`src/rtl/csu_pkg.sv`:
```
package csu_pkg;
  localparam int XLEN = 32;

  localparam int PIE_B  = 0;
  localparam int U_B    = 1;
  localparam int EH_B   = 2;
  localparam int IH_B   = 3;
  localparam int IL_LSB = 4;

  typedef enum logic [1:0] {
    SEL_STATUS = 2'd0,
    SEL_ESAVE  = 2'd1,
    SEL_SSAVE  = 2'd2,
    SEL_NONE   = 2'd3
  } csr_sel_e;
endpackage

```
`src/rtl/csu_irq_gate.sv`:
```
module csu_irq_gate #(
  parameter int LVL_W = 6
) (
  input  logic             irq_i,
  input  logic             pie_i,
  input  logic [LVL_W-1:0] level_i,
  input  logic [LVL_W-1:0] il_i,
  output logic             take_o
);
  // strict compare: equal level is not taken
  assign take_o = irq_i & pie_i & (level_i > il_i);
endmodule

```
`src/rtl/csu_status_reg.sv`:
```
module csu_status_reg
  import csu_pkg::*;
#(
  parameter int LVL_W      = 6,
  parameter int SET_W      = 6,
  parameter int HAS_MMU    = 1,
  parameter int HAS_SHADOW = 1
) (
  input  logic             clk_i,
  input  logic             rst_ni,
  input  logic             exc_i,
  input  logic             irq_take_i,
  input  logic             irq_shadow_i,
  input  logic [SET_W-1:0] irq_set_i,
  input  logic             eret_i,
  input  logic [XLEN-1:0]  restore_i,
  input  logic             wr_i,
  input  logic [XLEN-1:0]  wdata_i,
  output logic [XLEN-1:0]  status_o,
  output logic             pie_o,
  output logic             eh_o,
  output logic [LVL_W-1:0] il_o,
  output logic             illegal_o
);
  localparam int CRS_LSB = IL_LSB + LVL_W;
  localparam int PRS_LSB = CRS_LSB + SET_W;
  localparam int USED_W  = PRS_LSB + SET_W;
  localparam bit MMU_EN  = (HAS_MMU != 0);
  localparam bit SH_EN   = (HAS_SHADOW != 0);

  logic             pie_q, u_q, eh_q, ih_q, illegal_q;
  logic [LVL_W-1:0] il_q;
  logic [SET_W-1:0] crs_q, prs_q;

  logic             pie_d, u_d, eh_d, ih_d, illegal_d;
  logic [LVL_W-1:0] il_d;
  logic [SET_W-1:0] crs_d, prs_d;

  always_comb begin
    pie_d     = pie_q;
    u_d       = u_q;
    eh_d      = eh_q;
    ih_d      = ih_q;
    il_d      = il_q;
    crs_d     = crs_q;
    prs_d     = prs_q;
    illegal_d = 1'b0;
    if (exc_i) begin
      eh_d  = 1'b1;
      pie_d = 1'b0;
      u_d   = 1'b0;
    end else if (irq_take_i) begin
      eh_d  = 1'b1;
      ih_d  = 1'b1;
      pie_d = 1'b0;
      u_d   = 1'b0;
      if (irq_shadow_i) begin
        prs_d = crs_q;
        crs_d = irq_set_i;
      end
    end else if (eret_i) begin
      pie_d = restore_i[PIE_B];
      eh_d  = restore_i[EH_B];
      u_d   = restore_i[U_B] & ~restore_i[EH_B];
      ih_d  = restore_i[IH_B];
      il_d  = restore_i[IL_LSB +: LVL_W];
      crs_d = restore_i[CRS_LSB +: SET_W];
      prs_d = restore_i[PRS_LSB +: SET_W];
    end else if (wr_i) begin
      pie_d     = wdata_i[PIE_B];
      eh_d      = wdata_i[EH_B];
      u_d       = wdata_i[U_B] & ~wdata_i[EH_B];
      ih_d      = wdata_i[IH_B];
      il_d      = wdata_i[IL_LSB +: LVL_W];
      prs_d     = wdata_i[PRS_LSB +: SET_W];
      illegal_d = MMU_EN & wdata_i[U_B] & wdata_i[EH_B];
    end
    if (!MMU_EN) begin
      u_d  = 1'b0;
      eh_d = 1'b0;
    end
    if (!SH_EN) begin
      crs_d = '0;
      prs_d = '0;
    end
  end

  always_ff @(posedge clk_i or negedge rst_ni) begin
    if (!rst_ni) begin
      pie_q     <= 1'b0;
      u_q       <= 1'b0;
      eh_q      <= 1'b0;
      ih_q      <= 1'b0;
      il_q      <= '0;
      crs_q     <= '0;
      prs_q     <= '0;
      illegal_q <= 1'b0;
    end else begin
      pie_q     <= pie_d;
      u_q       <= u_d;
      eh_q      <= eh_d;
      ih_q      <= ih_d;
      il_q      <= il_d;
      crs_q     <= crs_d;
      prs_q     <= prs_d;
      illegal_q <= illegal_d;
    end
  end

  assign status_o = {{(XLEN-USED_W){1'b0}}, prs_q, crs_q, il_q, ih_q, eh_q, u_q, pie_q};
  assign pie_o     = pie_q;
  assign eh_o      = eh_q;
  assign il_o      = il_q;
  assign illegal_o = illegal_q;

  AST_IRQ_ENTRY: assert property (@(posedge clk_i) disable iff (!rst_ni)
    (irq_take_i && !exc_i) |=> (ih_q && !pie_q && !u_q && (eh_q || !MMU_EN) && il_q == $past(il_q)))
    else $error("irq entry fields");
  AST_EXC_ENTRY: assert property (@(posedge clk_i) disable iff (!rst_ni)
    exc_i |=> (!pie_q && !u_q && (eh_q || !MMU_EN) && ih_q == $past(ih_q)))
    else $error("exception entry fields");
  AST_CRS_STABLE: assert property (@(posedge clk_i) disable iff (!rst_ni)
    (!(irq_take_i && !exc_i && irq_shadow_i) && !eret_i) |=> $stable(crs_q))
    else $error("current set changed");
  AST_SET_SWAP: assert property (@(posedge clk_i) disable iff (!rst_ni)
    (SH_EN && irq_take_i && !exc_i && irq_shadow_i) |=> (crs_q == $past(irq_set_i) && prs_q == $past(crs_q)))
    else $error("set swap");
  AST_NO_USER_EH: assert property (@(posedge clk_i) disable iff (!rst_ni)
    !(u_q && eh_q))
    else $error("user and exception mode both set");
  AST_NO_MMU_ZERO: assert property (@(posedge clk_i) disable iff (!rst_ni)
    !MMU_EN |-> (!u_q && !eh_q && !illegal_q))
    else $error("mmu fields nonzero");
endmodule

```
`src/rtl/csu_save_regs.sv`:
```
module csu_save_regs
  import csu_pkg::*;
#(
  parameter int USED_W     = 22,
  parameter int HAS_SHADOW = 1
) (
  input  logic            clk_i,
  input  logic            rst_ni,
  input  logic            exc_i,
  input  logic            irq_take_i,
  input  logic            irq_shadow_i,
  input  logic            eh_i,
  input  logic [XLEN-1:0] status_i,
  input  logic            wr_e_i,
  input  logic            wr_s_i,
  input  logic [XLEN-1:0] wdata_i,
  output logic [XLEN-1:0] esave_o,
  output logic [XLEN-1:0] ssave_o,
  output logic [XLEN-1:0] restore_o
);
  localparam bit SH_EN = (HAS_SHADOW != 0);
  localparam logic [XLEN-1:0] USED_MASK = {{(XLEN-USED_W){1'b0}}, {USED_W{1'b1}}};

  logic [XLEN-1:0] esave_q, ssave_q;
  logic            shadow_used_q;

  always_ff @(posedge clk_i or negedge rst_ni) begin
    if (!rst_ni) begin
      esave_q       <= '0;
      ssave_q       <= '0;
      shadow_used_q <= 1'b0;
    end else if (exc_i) begin
      if (!eh_i) begin
        esave_q       <= status_i;
        shadow_used_q <= 1'b0;
      end
    end else if (irq_take_i) begin
      if (!eh_i) begin
        if (SH_EN && irq_shadow_i) begin
          ssave_q       <= status_i;
          shadow_used_q <= 1'b1;
        end else begin
          esave_q       <= status_i;
          shadow_used_q <= 1'b0;
        end
      end
    end else begin
      if (wr_e_i)          esave_q <= wdata_i & USED_MASK;
      if (wr_s_i && SH_EN) ssave_q <= wdata_i & USED_MASK;
    end
  end

  assign esave_o   = esave_q;
  assign ssave_o   = ssave_q;
  assign restore_o = shadow_used_q ? ssave_q : esave_q;

  AST_SAVE_ON_EXC: assert property (@(posedge clk_i) disable iff (!rst_ni)
    (exc_i && !eh_i) |=> (esave_q == $past(status_i)))
    else $error("exception save missing");
  AST_NO_NESTED_SAVE: assert property (@(posedge clk_i) disable iff (!rst_ni)
    ((exc_i || irq_take_i) && eh_i) |=> ($stable(esave_q) && $stable(ssave_q)))
    else $error("nested entry overwrote save");
  AST_RESERVED_ZERO: assert property (@(posedge clk_i) disable iff (!rst_ni)
    ((esave_q & ~USED_MASK) == '0 && (ssave_q & ~USED_MASK) == '0))
    else $error("reserved save bits set");
endmodule

```
`src/rtl/cpu_status_unit.sv`:
```
module cpu_status_unit
  import csu_pkg::*;
#(
  parameter int LVL_W      = 6,
  parameter int SET_W      = 6,
  parameter int HAS_MMU    = 1,
  parameter int HAS_SHADOW = 1
) (
  input  logic             clk_i,
  input  logic             rst_ni,
  input  logic             csr_we_i,
  input  logic [1:0]       csr_sel_i,
  input  logic [31:0]      csr_wdata_i,
  output logic [31:0]      csr_rdata_o,
  input  logic             exc_i,
  input  logic             irq_i,
  input  logic [LVL_W-1:0] irq_level_i,
  input  logic             irq_shadow_i,
  input  logic [SET_W-1:0] irq_set_i,
  input  logic             eret_i,
  output logic             irq_take_o,
  output logic [31:0]      status_o,
  output logic             illegal_wr_o
);
  localparam int USED_W = IL_LSB + LVL_W + 2 * SET_W;

  csr_sel_e        sel;
  logic            pie, eh, wr_st, wr_e, wr_s;
  logic [LVL_W-1:0] il;
  logic [XLEN-1:0] status, esave, ssave, restore;

  assign sel   = csr_sel_e'(csr_sel_i);
  assign wr_st = csr_we_i && (sel == SEL_STATUS);
  assign wr_e  = csr_we_i && (sel == SEL_ESAVE);
  assign wr_s  = csr_we_i && (sel == SEL_SSAVE);

  csu_irq_gate #(.LVL_W(LVL_W)) u_gate (
    .irq_i  (irq_i),
    .pie_i  (pie),
    .level_i(irq_level_i),
    .il_i   (il),
    .take_o (irq_take_o)
  );

  csu_status_reg #(
    .LVL_W(LVL_W), .SET_W(SET_W), .HAS_MMU(HAS_MMU), .HAS_SHADOW(HAS_SHADOW)
  ) u_status (
    .clk_i       (clk_i),
    .rst_ni      (rst_ni),
    .exc_i       (exc_i),
    .irq_take_i  (irq_take_o),
    .irq_shadow_i(irq_shadow_i),
    .irq_set_i   (irq_set_i),
    .eret_i      (eret_i),
    .restore_i   (restore),
    .wr_i        (wr_st),
    .wdata_i     (csr_wdata_i),
    .status_o    (status),
    .pie_o       (pie),
    .eh_o        (eh),
    .il_o        (il),
    .illegal_o   (illegal_wr_o)
  );

  csu_save_regs #(.USED_W(USED_W), .HAS_SHADOW(HAS_SHADOW)) u_save (
    .clk_i       (clk_i),
    .rst_ni      (rst_ni),
    .exc_i       (exc_i),
    .irq_take_i  (irq_take_o),
    .irq_shadow_i(irq_shadow_i),
    .eh_i        (eh),
    .status_i    (status),
    .wr_e_i      (wr_e),
    .wr_s_i      (wr_s),
    .wdata_i     (csr_wdata_i),
    .esave_o     (esave),
    .ssave_o     (ssave),
    .restore_o   (restore)
  );

  always_comb begin
    unique case (sel)
      SEL_STATUS: csr_rdata_o = status;
      SEL_ESAVE:  csr_rdata_o = esave;
      SEL_SSAVE:  csr_rdata_o = ssave;
      default:    csr_rdata_o = '0;
    endcase
  end

  assign status_o = status;

  AST_TAKE_NEEDS_PIE: assert property (@(posedge clk_i) disable iff (!rst_ni)
    irq_take_o |-> (irq_i && status_o[PIE_B]))
    else $error("irq taken while disabled");
  AST_RETURN_RESTORE: assert property (@(posedge clk_i) disable iff (!rst_ni)
    (eret_i && !exc_i && !irq_take_o && !$past(restore[U_B] & restore[EH_B]))
      |=> (status_o[IH_B] == $past(restore[IH_B]) && status_o[9:4] == $past(restore[9:4])))
    else $error("return did not restore");
endmodule

```
`config.mk`:
```
export PLATFORM = sky130hd
export DESIGN_NAME = cpu_status_unit
export DESIGN_NICKNAME = d
export VERILOG_FILES = /design/src/rtl/csu_pkg.sv /design/src/rtl/csu_irq_gate.sv /design/src/rtl/csu_status_reg.sv /design/src/rtl/csu_save_regs.sv /design/src/rtl/cpu_status_unit.sv
export SDC_FILE = /design/constraint.sdc
export NUM_CORES = 1
export LEC_CHECK = 0
export CORE_MARGIN = 4
export CORE_UTILIZATION = 35
export CTS_CLUSTER_DIAMETER = 100
export CTS_CLUSTER_SIZE = 10
export DETAILED_ROUTE_END_ITERATION = 10
export GPL_TIMING_DRIVEN = 0
export PLACE_DENSITY = 0.68
export SYNTH_ARGS = -nofsm -noshare
export SYNTH_HDL_FRONTEND = slang
export SYNTH_SLANG_ARGS = --single-unit
```
`constraint.sdc`:
```
create_clock -name clk_i -period 4.1 [get_ports clk_i]
set_input_delay 0.82 -clock clk_i [delete_from_list [all_inputs] [get_ports clk_i]]
set_output_delay 0.82 -clock clk_i [all_outputs]
set_load 0.02 [all_outputs]
```
==> impl_metrics.yaml, run 1 <==
clock_network:
  ctsHoldBuffers: 0
  cts_tree: "built"
  htreeDepth: 3
  cts_inserted_buffers: 9
  postCtsSetupBuffers: 0
  clk_pin_slew_ps: 60
  cts_root_buf: "clkbuf_16"
  cts_max_path_buffers: 2
  clk_latency_ps: 330
  clock-sinks: 68
sta:
  max_freq_mhz: 257
  period_needed_ps: 3890
  hold_viol_final: 0
  rsz0062_at_grt: "no"
  skew_ps: 5.26
  setup-tns-final_ps: 0
  maxSlewViolCount: 0
  tightest_slew_ps: 913
  fin_crit_sh_pct: 94.9
  setup-violations-final: 0
  relSlewSlack_pct: 39.2
yosys:
  seq_area_frac_synth_pct: 36.1
  synthFlopType: "dfrtp_1"
  netlist.area_leader.share_pct: 36.1
  syn_inst: 430
  ys_types: 45
  async_reset_ff_share_pct: 100
  ys_ff_latch: 68
  synth_area_um2: 4710
  avgSynthCellArea_um2: 10.9
  yosysTopAreaCell: "dfrtp_1"
  ys_warn_count: 0
  yosys-top-cells-area: "dfrtp_1 (36%), mux2_2 (14%), mux2i_1 (11%), mux2_4 (8.6%), buf_4 (4.0%)"
  synth-edff-count: 0
route:
  wl_per_cell_um: 18.6
  vias: 3695
  drt_iter0_drc: 168
  antenna_left: 0
  drcViolationCount: 0
  routed_wl_um: 13600
  first_pass_iters: 4
  via_per_inst: 5.08
worst_setup_path:
  end_kind: "primary output"
  crit_arrival_ps: 3070
  required_ps: 3280
  crit_type: "input pin to primary output"
  worst-path-max-fanout: 10
  critPathLaunchType: "input pin"
placement:
  place.gp.congestion: 0.872
  hpwlAfterDp_um: 9680
  place_area_um2: 5870
  numPortBuffers: 87
floorplanning:
  fp.coreArea_um2: 13200
  die_area_um2: 15400
  ioPinCount: 119
  die_w_um: 124
  initial_core_util_pct: 35.7
  rows: 42
  die_h_um: 124
global_routing:
  grt_start_max_net_pins: 69
  grt_pass1_vias: 3892
  antenna_found_initial: 0
  grt_pass1_wl_um: 21200
  grt_usage_pct: 18.2
  overflow: 0
outcome:
  outcome: "finished clean"
finish:
  synthToLayoutAreaGrowth_pct: 31.9
  final_design_area_no_fill_um2: 6210
  drive_above_1_share_pct: 28.8
  n_fill_cell: 1177
  fin_util_pct: 47.1
  diodes: 0
  nNetsFinal: 606
pwr:
  vdd_ir_drop_max_v: 0.000265
  power.density_nw_per_um2: 671
  power.total_mw: 4.16
  p_leak_nw: 2.78
hold_path:
  hp-class: "flip-flop to flip-flop"
flow_run:
  cap_violations: 0
[synthesized netlist by cell type, types with 2 or more instances]
cell type	n
nor2_1	19
dfrtp_1	68
mux2_2	57
buf_4	25
inv_2	2
clkbuf_1	11
a31o_2	6
buf_2	6
nor2b_1	6
o21ai_2	3
inv_1	9
a21oi_1	14
o21ai_0	29
mux2i_1	51
o22ai_1	2
mux2_4	27
buf_6	5
mux2_1	15
ha_1	6
nand2_1	44
[power by group]
group / total (mW) / internal [mW] / switching, mW
sequential: 1.31 / 0.982 / 0.327
clock: 0.873 / 0.580 / 0.293
combinational: 1.98 / 1.07 / 0.915
[cells in the final DEF (no fill, tap or decap), drive strengths merged, types with 2 or more instances in the layout]
cell            n
mux2i          51
clkinv          2
o21a            2
a21oi          14
o21ai          32
conb           20
mux2           99
dfrtp          68
nand2          44
nor2           19
o22ai           2
clkbuf         23
nor2b           6
inv            11
bufinv          2
a31o            7
buf            38
ha              6
o311ai          2
clkdlybuf4s50  85
[path summary, 6_finish.rpt]
path	slack, ps	cells past startpoint	from	end
worst min register to register	510	1	u_save.ssave_o[8]$_DFFE_PN0P_	u_save.ssave_o[8]$_DFFE_PN0P_
max in group asynchronous	2900	1	rst_ni	u_save.ssave_o[7]$_DFFE_PN0P_
worst max register to register	1380	8	u_status.il_o[1]$_DFFE_PN0P_	u_save.ssave_o[5]$_DFFE_PN0P_
worst max-delay path	210	8	irq_level_i[1]	irq_take_o
worst min-delay path	510	1	u_save.ssave_o[8]$_DFFE_PN0P_	u_save.ssave_o[8]$_DFFE_PN0P_
min in group asynchronous	620	1	rst_ni	u_save.esave_o[3]$_DFFE_PN0P_
[layout make-up]
cell class	instances	area (um^2)	share of cell area [%]
multi-input cells	322	2720	43.8
flip-flops and latches	68	1700	27.4
repair buffers	87	867	14.0
plain buffers	48	324	5.22
clock buffers	12	267	4.29
well taps	176	220	3.55
clock inverters	4	70.1	1.13
inverters	11	41.3	0.665
[state kept, by name, summed over array words and instances, names as in the netlist]
register and count:
u_save.shadow_used_q 1, u_status.crs_q 6, u_status.il_o 6, u_save.esave_o 22, u_status.illegal_o 1, u_save.ssave_o 22, u_status.prs_q 6, u_status.ih_q 1
u_status.u_q 1, u_status.pie_o 1, u_status.eh_o 1
[stage by stage]
stage,hold WS (ps),setup slack (ps),std cells
6_report,512,208,728
5_1_grt,534,103,728
4_1_cts,514,79.3,728
3_5_place_dp,501,-118,712
3_3_place_gp,485,-228,712
2_1_floorplan,475,1120,449
[per-layer routing]
layer / vias to the layer above / GRT usage (%) / wire length [um]
li1: 1734 / - / -
met1: 1824 / 25.0 / 6160
met2: 119 / 28.4 / 6430
met3: 18 / 2.91 / 746
met4: 0 / 8.08 / 231
met5: - / 0 / 0
[logic make-up after synthesis]
kind of cell	share of synthesized area (%)
other	0.0796
AO/OA/AOI/OAI	11.1
flip-flops	36.1
AND/OR/NAND/NOR	6.80
buffers and inverters	7.65
multiplexers	36.7
adder cells (fa/ha/maj)	1.59
[critical path, stage by stage]
cell             delay (ps)
clkdlybuf4s50_1         440
ha_1                    370
nor2b_1                 180
o21a_2                  230
o31ai_4                 260
buf_4                   270
inv_2                   140
dlygate4sd2_1           350
[what timing repair did]
action / in CTS / in global routing
setup endpoints to repair: 1 / 20
cloned: 0 / 0
gates resized for setup: 2 / 4
pin swaps: 0 / 0
Power figures use the tool's default switching activity.
==> inputs of run 2 (changes only) <==
--- a/config.mk
+++ b/config.mk
@@ -5,6 +5,7 @@
 export SDC_FILE = /design/constraint.sdc
 export NUM_CORES = 1
 export LEC_CHECK = 0
+export CAP_MARGIN = 20
 export CORE_MARGIN = 4
 export CORE_UTILIZATION = 35
 export CTS_CLUSTER_DIAMETER = 100
@@ -12,6 +13,7 @@
 export DETAILED_ROUTE_END_ITERATION = 10
 export GPL_TIMING_DRIVEN = 0
 export PLACE_DENSITY = 0.68
+export SKIP_LAST_GASP = 1
 export SYNTH_ARGS = -nofsm -noshare
 export SYNTH_HDL_FRONTEND = slang
 export SYNTH_SLANG_ARGS = --single-unit
==> results of run 2 <==
Final layout, timing and power as in run 1 (identical DEF).
==> inputs of run 3 (changes only) <==
--- a/config.mk
+++ b/config.mk
@@ -5,7 +5,6 @@
 export SDC_FILE = /design/constraint.sdc
 export NUM_CORES = 1
 export LEC_CHECK = 0
-export CAP_MARGIN = 20
 export CORE_MARGIN = 4
 export CORE_UTILIZATION = 35
 export CTS_CLUSTER_DIAMETER = 100
==> results of run 3 <==
Final layout, timing and power as in run 1 (identical DEF).
